**src/rtl/mbdec_csr_pkg.sv**
```systemverilog
package mbdec_csr_pkg;

  localparam int unsigned WORD_W     = 32;
  localparam int unsigned NUM_STAGES = 3;

  // Stage indices into the ready-flag vector
  localparam int unsigned STG_IDCT = 0;
  localparam int unsigned STG_YUV  = 1;
  localparam int unsigned STG_RGB  = 2;

  // Bit positions inside the flag word
  localparam int unsigned B_RGB_RDY  = 9;
  localparam int unsigned B_YUV_RDY  = 10;
  localparam int unsigned B_IDCT_RDY = 11;
  localparam int unsigned B_MC_GO    = 12;
  localparam int unsigned B_MB_TYPE  = 13;
  localparam int unsigned B_POS_LO   = 14;
  localparam int unsigned B_POS_HI   = 15;
  localparam int unsigned B_MC_BUSY  = 16;
  localparam int unsigned B_OVERRUN  = 17;
  localparam int unsigned B_RGB_PAR  = 20;

  typedef enum logic [1:0] {
    BLK_U  = 2'd0,
    BLK_V  = 2'd1,
    BLK_Y0 = 2'd2,
    BLK_Y1 = 2'd3
  } blk_pos_e;

  // Flag-word bit for each stage's ready flag
  function automatic int unsigned rdy_bit(input int unsigned stg);
    case (stg)
      STG_IDCT: rdy_bit = B_IDCT_RDY;
      STG_YUV:  rdy_bit = B_YUV_RDY;
      default:  rdy_bit = B_RGB_RDY;
    endcase
  endfunction

endpackage

```
**src/rtl/mbdec_ready_flag.sv**
```systemverilog
module mbdec_ready_flag (
  input  logic clk,
  input  logic rst_n,
  input  logic set_pulse,
  input  logic clr_strobe,
  output logic flag
);

  logic flag_q;
  logic flag_d;
  logic flag_en;

  // Set dominates a clear in the same cycle
  always_comb begin
    flag_en = set_pulse | clr_strobe;
    flag_d  = set_pulse;
  end

  always_ff @(posedge clk or negedge rst_n) begin
    if (!rst_n) begin
      flag_q <= 1'b0;
    end else if (flag_en) begin
      flag_q <= flag_d;
    end
  end

  assign flag = flag_q;

  p_set_wins_r3: assert property (@(posedge clk) disable iff (!rst_n)
    set_pulse |=> flag);

  p_sticky_r2: assert property (@(posedge clk) disable iff (!rst_n)
    (flag && !clr_strobe) |=> flag);

  p_clear_r2: assert property (@(posedge clk) disable iff (!rst_n)
    (clr_strobe && !set_pulse) |=> !flag);

endmodule

```
**src/rtl/mbdec_mc_launch.sv**
```systemverilog
module mbdec_mc_launch (
  input  logic clk,
  input  logic rst_n,
  input  logic wr_hit,
  input  logic go_wr,
  input  logic type_wr,
  input  logic err_w1c,
  input  logic mc_done,
  output logic go_level,
  output logic mc_start,
  output logic mc_inter,
  output logic busy,
  output logic overrun
);

  logic go_q, go_d;
  logic start_q, start_d;
  logic type_q, type_d;
  logic busy_q, busy_d;
  logic err_q, err_d;
  logic edge_seen;
  logic accept;
  logic refuse;

  always_comb begin
    edge_seen = wr_hit & go_wr & ~go_q;
    accept    = edge_seen & (~busy_q | mc_done);
    refuse    = edge_seen & busy_q & ~mc_done;

    go_d    = wr_hit ? go_wr : go_q;
    start_d = accept;
    type_d  = accept ? type_wr : type_q;

    if (accept) begin
      busy_d = 1'b1;
    end else if (mc_done) begin
      busy_d = 1'b0;
    end else begin
      busy_d = busy_q;
    end

    if (refuse) begin
      err_d = 1'b1;
    end else if (wr_hit && err_w1c) begin
      err_d = 1'b0;
    end else begin
      err_d = err_q;
    end
  end

  always_ff @(posedge clk or negedge rst_n) begin
    if (!rst_n) begin
      go_q    <= 1'b0;
      start_q <= 1'b0;
      type_q  <= 1'b0;
      busy_q  <= 1'b0;
      err_q   <= 1'b0;
    end else begin
      go_q    <= go_d;
      start_q <= start_d;
      type_q  <= type_d;
      busy_q  <= busy_d;
      err_q   <= err_d;
    end
  end

  assign go_level = go_q;
  assign mc_start = start_q;
  assign mc_inter = type_q;
  assign busy     = busy_q;
  assign overrun  = err_q;

  p_single_pulse_r4: assert property (@(posedge clk) disable iff (!rst_n)
    mc_start |=> !mc_start);

  p_start_marks_busy_r6: assert property (@(posedge clk) disable iff (!rst_n)
    mc_start |-> busy);

  p_type_stable_r5: assert property (@(posedge clk) disable iff (!rst_n)
    !mc_start |-> $stable(mc_inter));

  p_overrun_cause_r7: assert property (@(posedge clk) disable iff (!rst_n)
    $rose(overrun) |-> ($past(busy) && !mc_start));

endmodule

```
**src/rtl/mbdec_blk_track.sv**
```systemverilog
module mbdec_blk_track
  import mbdec_csr_pkg::*;
(
  input  logic       clk,
  input  logic       rst_n,
  input  logic       blk_adv,
  input  logic       rgb_adv,
  output blk_pos_e   pos,
  output logic       luma,
  output logic       rgb_par
);

  blk_pos_e pos_q, pos_d;
  logic     par_q, par_d;

  always_comb begin
    pos_d = pos_q;
    if (blk_adv) begin
      case (pos_q)
        BLK_U:   pos_d = BLK_V;
        BLK_V:   pos_d = BLK_Y0;
        BLK_Y0:  pos_d = BLK_Y1;
        default: pos_d = BLK_U;
      endcase
    end
    par_d = par_q ^ rgb_adv;
  end

  always_ff @(posedge clk or negedge rst_n) begin
    if (!rst_n) begin
      pos_q <= BLK_U;
      par_q <= 1'b0;
    end else begin
      if (blk_adv) begin
        pos_q <= pos_d;
      end
      if (rgb_adv) begin
        par_q <= par_d;
      end
    end
  end

  assign pos     = pos_q;
  assign luma    = (pos_q == BLK_Y0) || (pos_q == BLK_Y1);
  assign rgb_par = par_q;

  p_pos_step_r8: assert property (@(posedge clk) disable iff (!rst_n)
    blk_adv |=> (pos == blk_pos_e'($past(pos) + 2'd1)));

  p_pos_hold_r8: assert property (@(posedge clk) disable iff (!rst_n)
    !blk_adv |=> $stable(pos));

  p_par_toggle_r9: assert property (@(posedge clk) disable iff (!rst_n)
    rgb_adv |=> (rgb_par != $past(rgb_par)));

endmodule

```
**src/rtl/mbdec_flag_csr.sv**
```systemverilog
module mbdec_flag_csr
  import mbdec_csr_pkg::*;
#(
  parameter int unsigned        ADDR_W   = 12,
  parameter logic [ADDR_W-1:0]  FLAG_OFS = 12'h200
) (
  input  logic              clk,
  input  logic              rst_n,
  input  logic              cpu_sel,
  input  logic              cpu_wr,
  input  logic [ADDR_W-1:0] cpu_addr,
  input  logic [WORD_W-1:0] cpu_wdata,
  output logic [WORD_W-1:0] cpu_rdata,
  input  logic              idct_done,
  input  logic              yuv_done,
  input  logic              rgb_done,
  input  logic              idct_rd,
  input  logic              yuv_rd,
  input  logic              rgb_rd,
  input  logic              mc_done,
  output logic              mc_start,
  output logic              mc_inter,
  output logic [1:0]        blk_pos,
  output logic              blk_luma
);

  logic                  hit;
  logic                  wr_hit;
  logic                  rd_hit;
  logic [NUM_STAGES-1:0] done_v;
  logic [NUM_STAGES-1:0] rd_v;
  logic [NUM_STAGES-1:0] rdy_v;
  logic                  go_level;
  logic                  busy;
  logic                  overrun;
  logic                  rgb_par;
  blk_pos_e              pos;
  logic [WORD_W-1:0]     flag_word;
  logic                  wdata_unused;

  assign hit    = cpu_sel && (cpu_addr == FLAG_OFS);
  assign wr_hit = hit && cpu_wr;
  assign rd_hit = hit && !cpu_wr;

  assign done_v = {rgb_done, yuv_done, idct_done};
  assign rd_v   = {rgb_rd, yuv_rd, idct_rd};

  // Bits the write path never looks at
  assign wdata_unused = ^{cpu_wdata[WORD_W-1:B_OVERRUN+1],
                          cpu_wdata[B_MC_BUSY:B_POS_LO],
                          cpu_wdata[B_MC_GO-1:0]};

  for (genvar s = 0; s < NUM_STAGES; s++) begin : g_stage
    mbdec_ready_flag u_flag (
      .clk        (clk),
      .rst_n      (rst_n),
      .set_pulse  (done_v[s]),
      .clr_strobe (rd_v[s]),
      .flag       (rdy_v[s])
    );
  end

  mbdec_mc_launch u_launch (
    .clk      (clk),
    .rst_n    (rst_n),
    .wr_hit   (wr_hit),
    .go_wr    (cpu_wdata[B_MC_GO]),
    .type_wr  (cpu_wdata[B_MB_TYPE]),
    .err_w1c  (cpu_wdata[B_OVERRUN]),
    .mc_done  (mc_done),
    .go_level (go_level),
    .mc_start (mc_start),
    .mc_inter (mc_inter),
    .busy     (busy),
    .overrun  (overrun)
  );

  mbdec_blk_track u_track (
    .clk     (clk),
    .rst_n   (rst_n),
    .blk_adv (yuv_done),
    .rgb_adv (rgb_done),
    .pos     (pos),
    .luma    (blk_luma),
    .rgb_par (rgb_par)
  );

  always_comb begin
    flag_word = '0;
    for (int s = 0; s < NUM_STAGES; s++) begin
      flag_word[rdy_bit(s)] = rdy_v[s];
    end
    flag_word[B_MC_GO]            = go_level;
    flag_word[B_MB_TYPE]          = mc_inter;
    flag_word[B_POS_HI:B_POS_LO]  = pos;
    flag_word[B_MC_BUSY]          = busy;
    flag_word[B_OVERRUN]          = overrun;
    flag_word[B_RGB_PAR]          = rgb_par;
  end

  assign cpu_rdata = rd_hit ? flag_word : '0;
  assign blk_pos   = pos;

  p_miss_reads_zero_r10: assert property (@(posedge clk) disable iff (!rst_n)
    !rd_hit |-> (cpu_rdata == '0));

  p_luma_pos_r8: assert property (@(posedge clk) disable iff (!rst_n)
    blk_luma |-> blk_pos[1]);

endmodule

```
**config.mk**
```make
export PLATFORM = sky130hd
export DESIGN_NAME = mbdec_flag_csr
export DESIGN_NICKNAME = d
export VERILOG_FILES = /design/src/rtl/mbdec_csr_pkg.sv /design/src/rtl/mbdec_ready_flag.sv /design/src/rtl/mbdec_mc_launch.sv /design/src/rtl/mbdec_blk_track.sv /design/src/rtl/mbdec_flag_csr.sv
export SDC_FILE = /design/constraint.sdc
export NUM_CORES = 1
export LEC_CHECK = 0
export BUFFER_PORTS_ARGS = -buffer_cell sky130_fd_sc_hd__buf_2
export CORE_MARGIN = 3
export CORE_UTILIZATION = 35
export CTS_CLUSTER_SIZE = 14
export DETAILED_ROUTE_END_ITERATION = 12
export HOLD_SLACK_MARGIN = 0.03
export PLACE_DENSITY = 0.84
export SETUP_SLACK_MARGIN = 0.4
export SLEW_MARGIN = 20
export SYNTH_ARGS = -nofsm -noshare
export SYNTH_HDL_FRONTEND = slang
export SYNTH_SLANG_ARGS = --single-unit
```
**constraint.sdc**
```tcl
create_clock -name clk -period 3.55 [get_ports clk]
set_clock_uncertainty 0.15 [all_clocks]
set_input_delay 0.355 -clock clk [delete_from_list [all_inputs] [get_ports clk]]
set_output_delay 0.355 -clock clk [all_outputs]
set_load 0.05 [all_outputs]
```
# Yosys cells after proc, flatten, opt, wreduce, memory -nomap -nowiden
# Index checks and enable logic that the tools add are counted.
[word_totals]
ram_bits = 0
wordCells = 42
latchBits = 0
register_bits = 11
mem_bits_ro = 0
out_inout_bits = 37
memories = 0
[classes]
bitwise_logic = 13
n_eq_ne = 4
mux = 6
n_shift = 0
div = 0
reduce_logical = 9
add_sub_neg = 0
order_cmp = 0
multipliers = 0
[op_table]
columns = ["op", "count"]
rows = [
  ["$mux W21", 1],
  ["$eq A12 B10 Y1 const B", 1],
  ["$pmux W2 S3", 1],
  ["$and A1 B1 Y1", 5],
  ["$eq A2 B2 Y1 const B", 2],
  ["$logic_and A1 B1 Y1", 4],
  ["$mux W1", 4],
  ["$or A1 B1 Y1", 4],
  ["$reduce_bool A2 Y1", 2],
  ["$not A1 Y1", 3],
  ["$eq A2 B1 Y1 const B", 1],
  ["$logic_not A2 Y1", 1],
  ["$logic_not A1 Y1", 1],
  ["$logic_or A1 B1 Y1", 1],
  ["$xor A1 B1 Y1", 1],
]

# Depth between registers and ports, before layout
[depth]
word_depth = 8
ltp_mapped = 4

# Cells and area by module
# Synthesis repeated with hierarchy kept, for this count alone.
[unflattened]
hier_cells = 91
area_unflattened_um2 = 969.7
[by_module_without_submodules]
columns = ["mod", "seq_area_each_um2", "area_each_um2", "n_inst", "cells_per_inst"]
rows = [
  ["mbdec_flag_csr", 0.0, 491.7, 1, 54],
  ["mbdec_mc_launch", 125.1, 215.2, 1, 14],
  ["mbdec_blk_track", 75.1, 153.9, 1, 14],
  ["mbdec_ready_flag", 25.0, 36.3, 3, 3],
]

# Worst setup path before layout
# OpenSTA, ideal clock, no wires.
[synth_path]
kind = "in2out"
startpoint = "in cpu_addr[8]"
endpoint = "out cpu_rdata[10]"
slack_ps = 1538
n_path_buf = 1
arrival_time_ps = 1507
required_ps = 3045
stages = 4
cell_sequence = "nor4b_4 and4_2 clkbuf_1 and2_1"
[synth_via]
elab_chain_cells = 4
[synth_rtl]
columns = ["element", "line", "text"]
rows = [
  ["start, declared", "mbdec_flag_csr.sv:11", "input logic [ADDR_W-1:0] cpu_addr,"],
  ["$eq A12 B10 Y1", "mbdec_flag_csr.sv:41", "assign hit = cpu_sel && (cpu_addr == FLAG_OFS);"],
  ["$logic_and A1 B1 Y1", "mbdec_flag_csr.sv:41", ""],
  ["$logic_and A1 B1 Y1", "mbdec_flag_csr.sv:43", "assign rd_hit = hit && !cpu_wr;"],
  ["$mux W21", "mbdec_flag_csr.sv:101", "assign cpu_rdata = rd_hit ? flag_word : '0;"],
  ["end, declared", "mbdec_flag_csr.sv:13", "output logic [WORD_W-1:0] cpu_rdata,"],
]
# Every way passes these cells.

# Worst setup path in the final report
[layout_path]
startpoint = "in cpu_addr[0]"
endpoint = "out cpu_rdata[16]"
# Same word-level chain as after synthesis.

==> results by group <==
Timing
  • Final Max Slew Viols: 0
  • Minimum clock period: 2.06 ns
  • Peak Freq: roughly 480 MHz
  • Crit share post-route: 58.1%
  • Fin. Hold Viols: 0
  • Finish-stage setup viols: 0
  • RSZ-0062 raised after global routing: false
  • Setup TNS: 0 ns

Global route
  • First-pass GRT wire length: ~2500 µm
  • Largest net degree at the start of global routing: 12
  • Total grt overflow: 0
  • Initial antenna violation count: 0
  • Vias in the first global route: between 600 and 700
  • Global-route total usage across every layer: between 10% and 20%

Job
  • Max_cap viols: 0

Critical path
  • CP most frequent cell: buf_2
  • CP cell instances: buf_2 -> nor4_4 -> and4_2 -> and2_1 -> buf_2
  • Setup CP Type: input pin to primary output
  • CP arrival: 1.56 ns
  • CP required: 3.04 ns
  • Endpoint class of the critical path: primary output
  • Critical path's largest stage delay: 0.37 ns
  • CP Launch Type: input pin
  • CP max FO: 10
  • Slowest CP cell: and4_2

Routing
  • Final ANT Viol Nets: 0
  • DR iter-0 viols: 1
  • Drt pass-1 iters: 2
  • Detailed-route DRC error count: 0
  • Vias/cell: 4.17
  • Routed wire length: roughly 1500 µm
  • Via count: 622
  • Post-DR wirelength/cell: 10.4 µm

Layout
  • Nets: 181
  • Fill count: ~190
  • N_diodes: 0
  • Most frequent cells in the layout: buf_2, conb_1, dfrtp_1
  • Most common cell after layout, fill and taps aside: buf_2
  • Finished Core Util: 47.2%
  • Share of layout cells above drive strength 1: 41.0%
  • Area grow syn2layout: 23.0%

CTS
  • H-tree depth: 1
  • Cts bufs inserted: 3
  • Cts repair resizes: 0
  • Clock tree from TritonCTS: built
  • Clk buf depth: 2
  • Clk slew on worst S/H paths: around 0.070 ns
  • Worst skew pair latency: between 0.2 and 0.3 ns
  • Sink Count: 11
  • Root Driver: clkbuf_4

Logic synthesis
  • Async set-or-reset flop fraction in the synthesized netlist: 100%
  • Largest cells by area after synthesis: dfrtp_1, buf_4, and2_1, ha_1, nor4b_4
  • Flops & latches, synth: 11
  • Post-Syn Area: 785 µm²
  • Synthesized instance count: 79
  • Syn. warnings: 0
  • Most common flop cell mapped by yosys: dfrtp_1
  • Syn_area_per_cell: 9.93 µm²
  • Synth unique cells: 26
  • Post-synthesis sequential area ratio: between 30% and 40%
  • Top-area cell type share of the netlist area: 35.1%
  • Area leader, netlist: dfrtp_1
  • Post-synth EDFFs: 0

Status
  • Status: completed

Floorplan
  • Die ar.: 2850 µm²
  • Io pins: just over 90
  • Num rows: 16
  • Core ar.: 2040 µm²
  • Die width: 53.3 µm
  • Starting density of the core: between 30 and 40%
  • Die H: 53.3 µm

Place
  • Hpwl dp: 1330 µm
  • GPL Wtd Cong: 0.736
  • Port buffer count: 40

Power and ir drop
  • Peak VDD IR: approximately 0.00045 V
  • Total leakage power: 0.580 nW
  • PwrDens: 473 nW/µm²

Min path
  • Worst hold path type: input pin to flop
[area by class of cell]
class                   instances  area, µm²  share of cell area (%)
repair buffers                 41        210                    21.8
inverters                       6       22.5                    2.33
flip-flops and latches         11        275                    28.5
multi-input cells              60        397                    41.1
clock buffers                   4       26.3                    2.72
well taps                      27       33.8                    3.50
[cell families after synthesis]
family | Yosys count | synth area share [%]
AO/OA/AOI/OAI | 8 | 6.06
XOR/XNOR | 1 | 1.12
adder cells (fa/ha/maj) | 3 | 4.79
buffers and inverters | 29 | 24.4
flip-flops | 11 | 35.1
multiplexers | 2 | 2.87
other | 1 | 0.478
AND/OR/NAND/NOR | 24 | 25.2
[registers in the layout, indices dropped and copies added (netlist names)]
| signal | cells |
|---|---|
| u_launch.go_level | 1 |
| u_launch.mc_start | 1 |
| u_launch.busy | 1 |
| u_track.rgb_par | 1 |
| u_launch.mc_inter | 1 |
| u_track.pos | 2 |
| u_launch.overrun | 1 |
| g_stage.u_flag.flag | 3 |
[routing by layer]
metal	track usage [%]	vias to the layer above	wire (µm)
li1	-	297	-
met1	12.4	286	578
met2	23.1	39	819
met3	1.69	0	145
met4	2.55	0	0
met5	0	-	0
[worst paths after layout]
kind	from	depth (start not counted)	slack, ns	end
worst min register to register	u_track.rgb_par	1	0.31	u_track.rgb_par
max in group asynchronous	rst_n	2	2.70	u_launch.overrun
worst max register to register	u_launch.busy	4	2.21	u_launch.mc_inter
worst min-delay path	idct_done	2	0.14	g_stage[0].u_flag.flag
min in group asynchronous	rst_n	2	0.35	u_launch.busy
worst max-delay path	cpu_addr[0]	5	1.49	cpu_rdata[16]
[cells in the mapped netlist, types with 2 or more instances]
library cell and number:
and2_1 10, a21o_1 3, nand2_1 2, buf_4 22
ha_1 3, o21ai_0 4, dfrtp_1 11, inv_1 6
[critical path: cells and delay by family]
| kind | cells | cell delay, ns |
|---|---|---|
| buffers and inverters | 2 | 0.37 |
| AND/OR/NAND/NOR | 3 | 0.84 |
[what timing repair did]
action | 4_1_cts | 5_1_grt
hold buffers | 1 | 0
hold endpoints to repair | 11 | 0
endpoints found under the setup margin | 0 | 0
setup buffers | 0 | 0
[power by group]
part / internal, mW / leakage (nW) / switching [mW] / total (mW)
clock network: 0.0434 / 0.0150 / 0.0391 / 0.0824
registers: 0.145 / 0.138 / 0.0181 / 0.163
logic: 0.0493 / 0.427 / 0.161 / 0.211
[per-stage QoR]
step                      cell area (µm²)  cells  power, mW  hold WS [ns]  worst slack, ns
after detailed placement              928    144      0.376        0.0901             1.47
final                                 965    149      0.456         0.135             1.49
after global placement                928    144      0.369        0.0831             1.49
after CTS                             965    149      0.462         0.123             1.47
after floorplan                       863    100      0.344       -0.0906             1.54
after global routing                  965    149      0.491         0.123             1.39
Note: power is estimated with default switching activity, not from simulation.
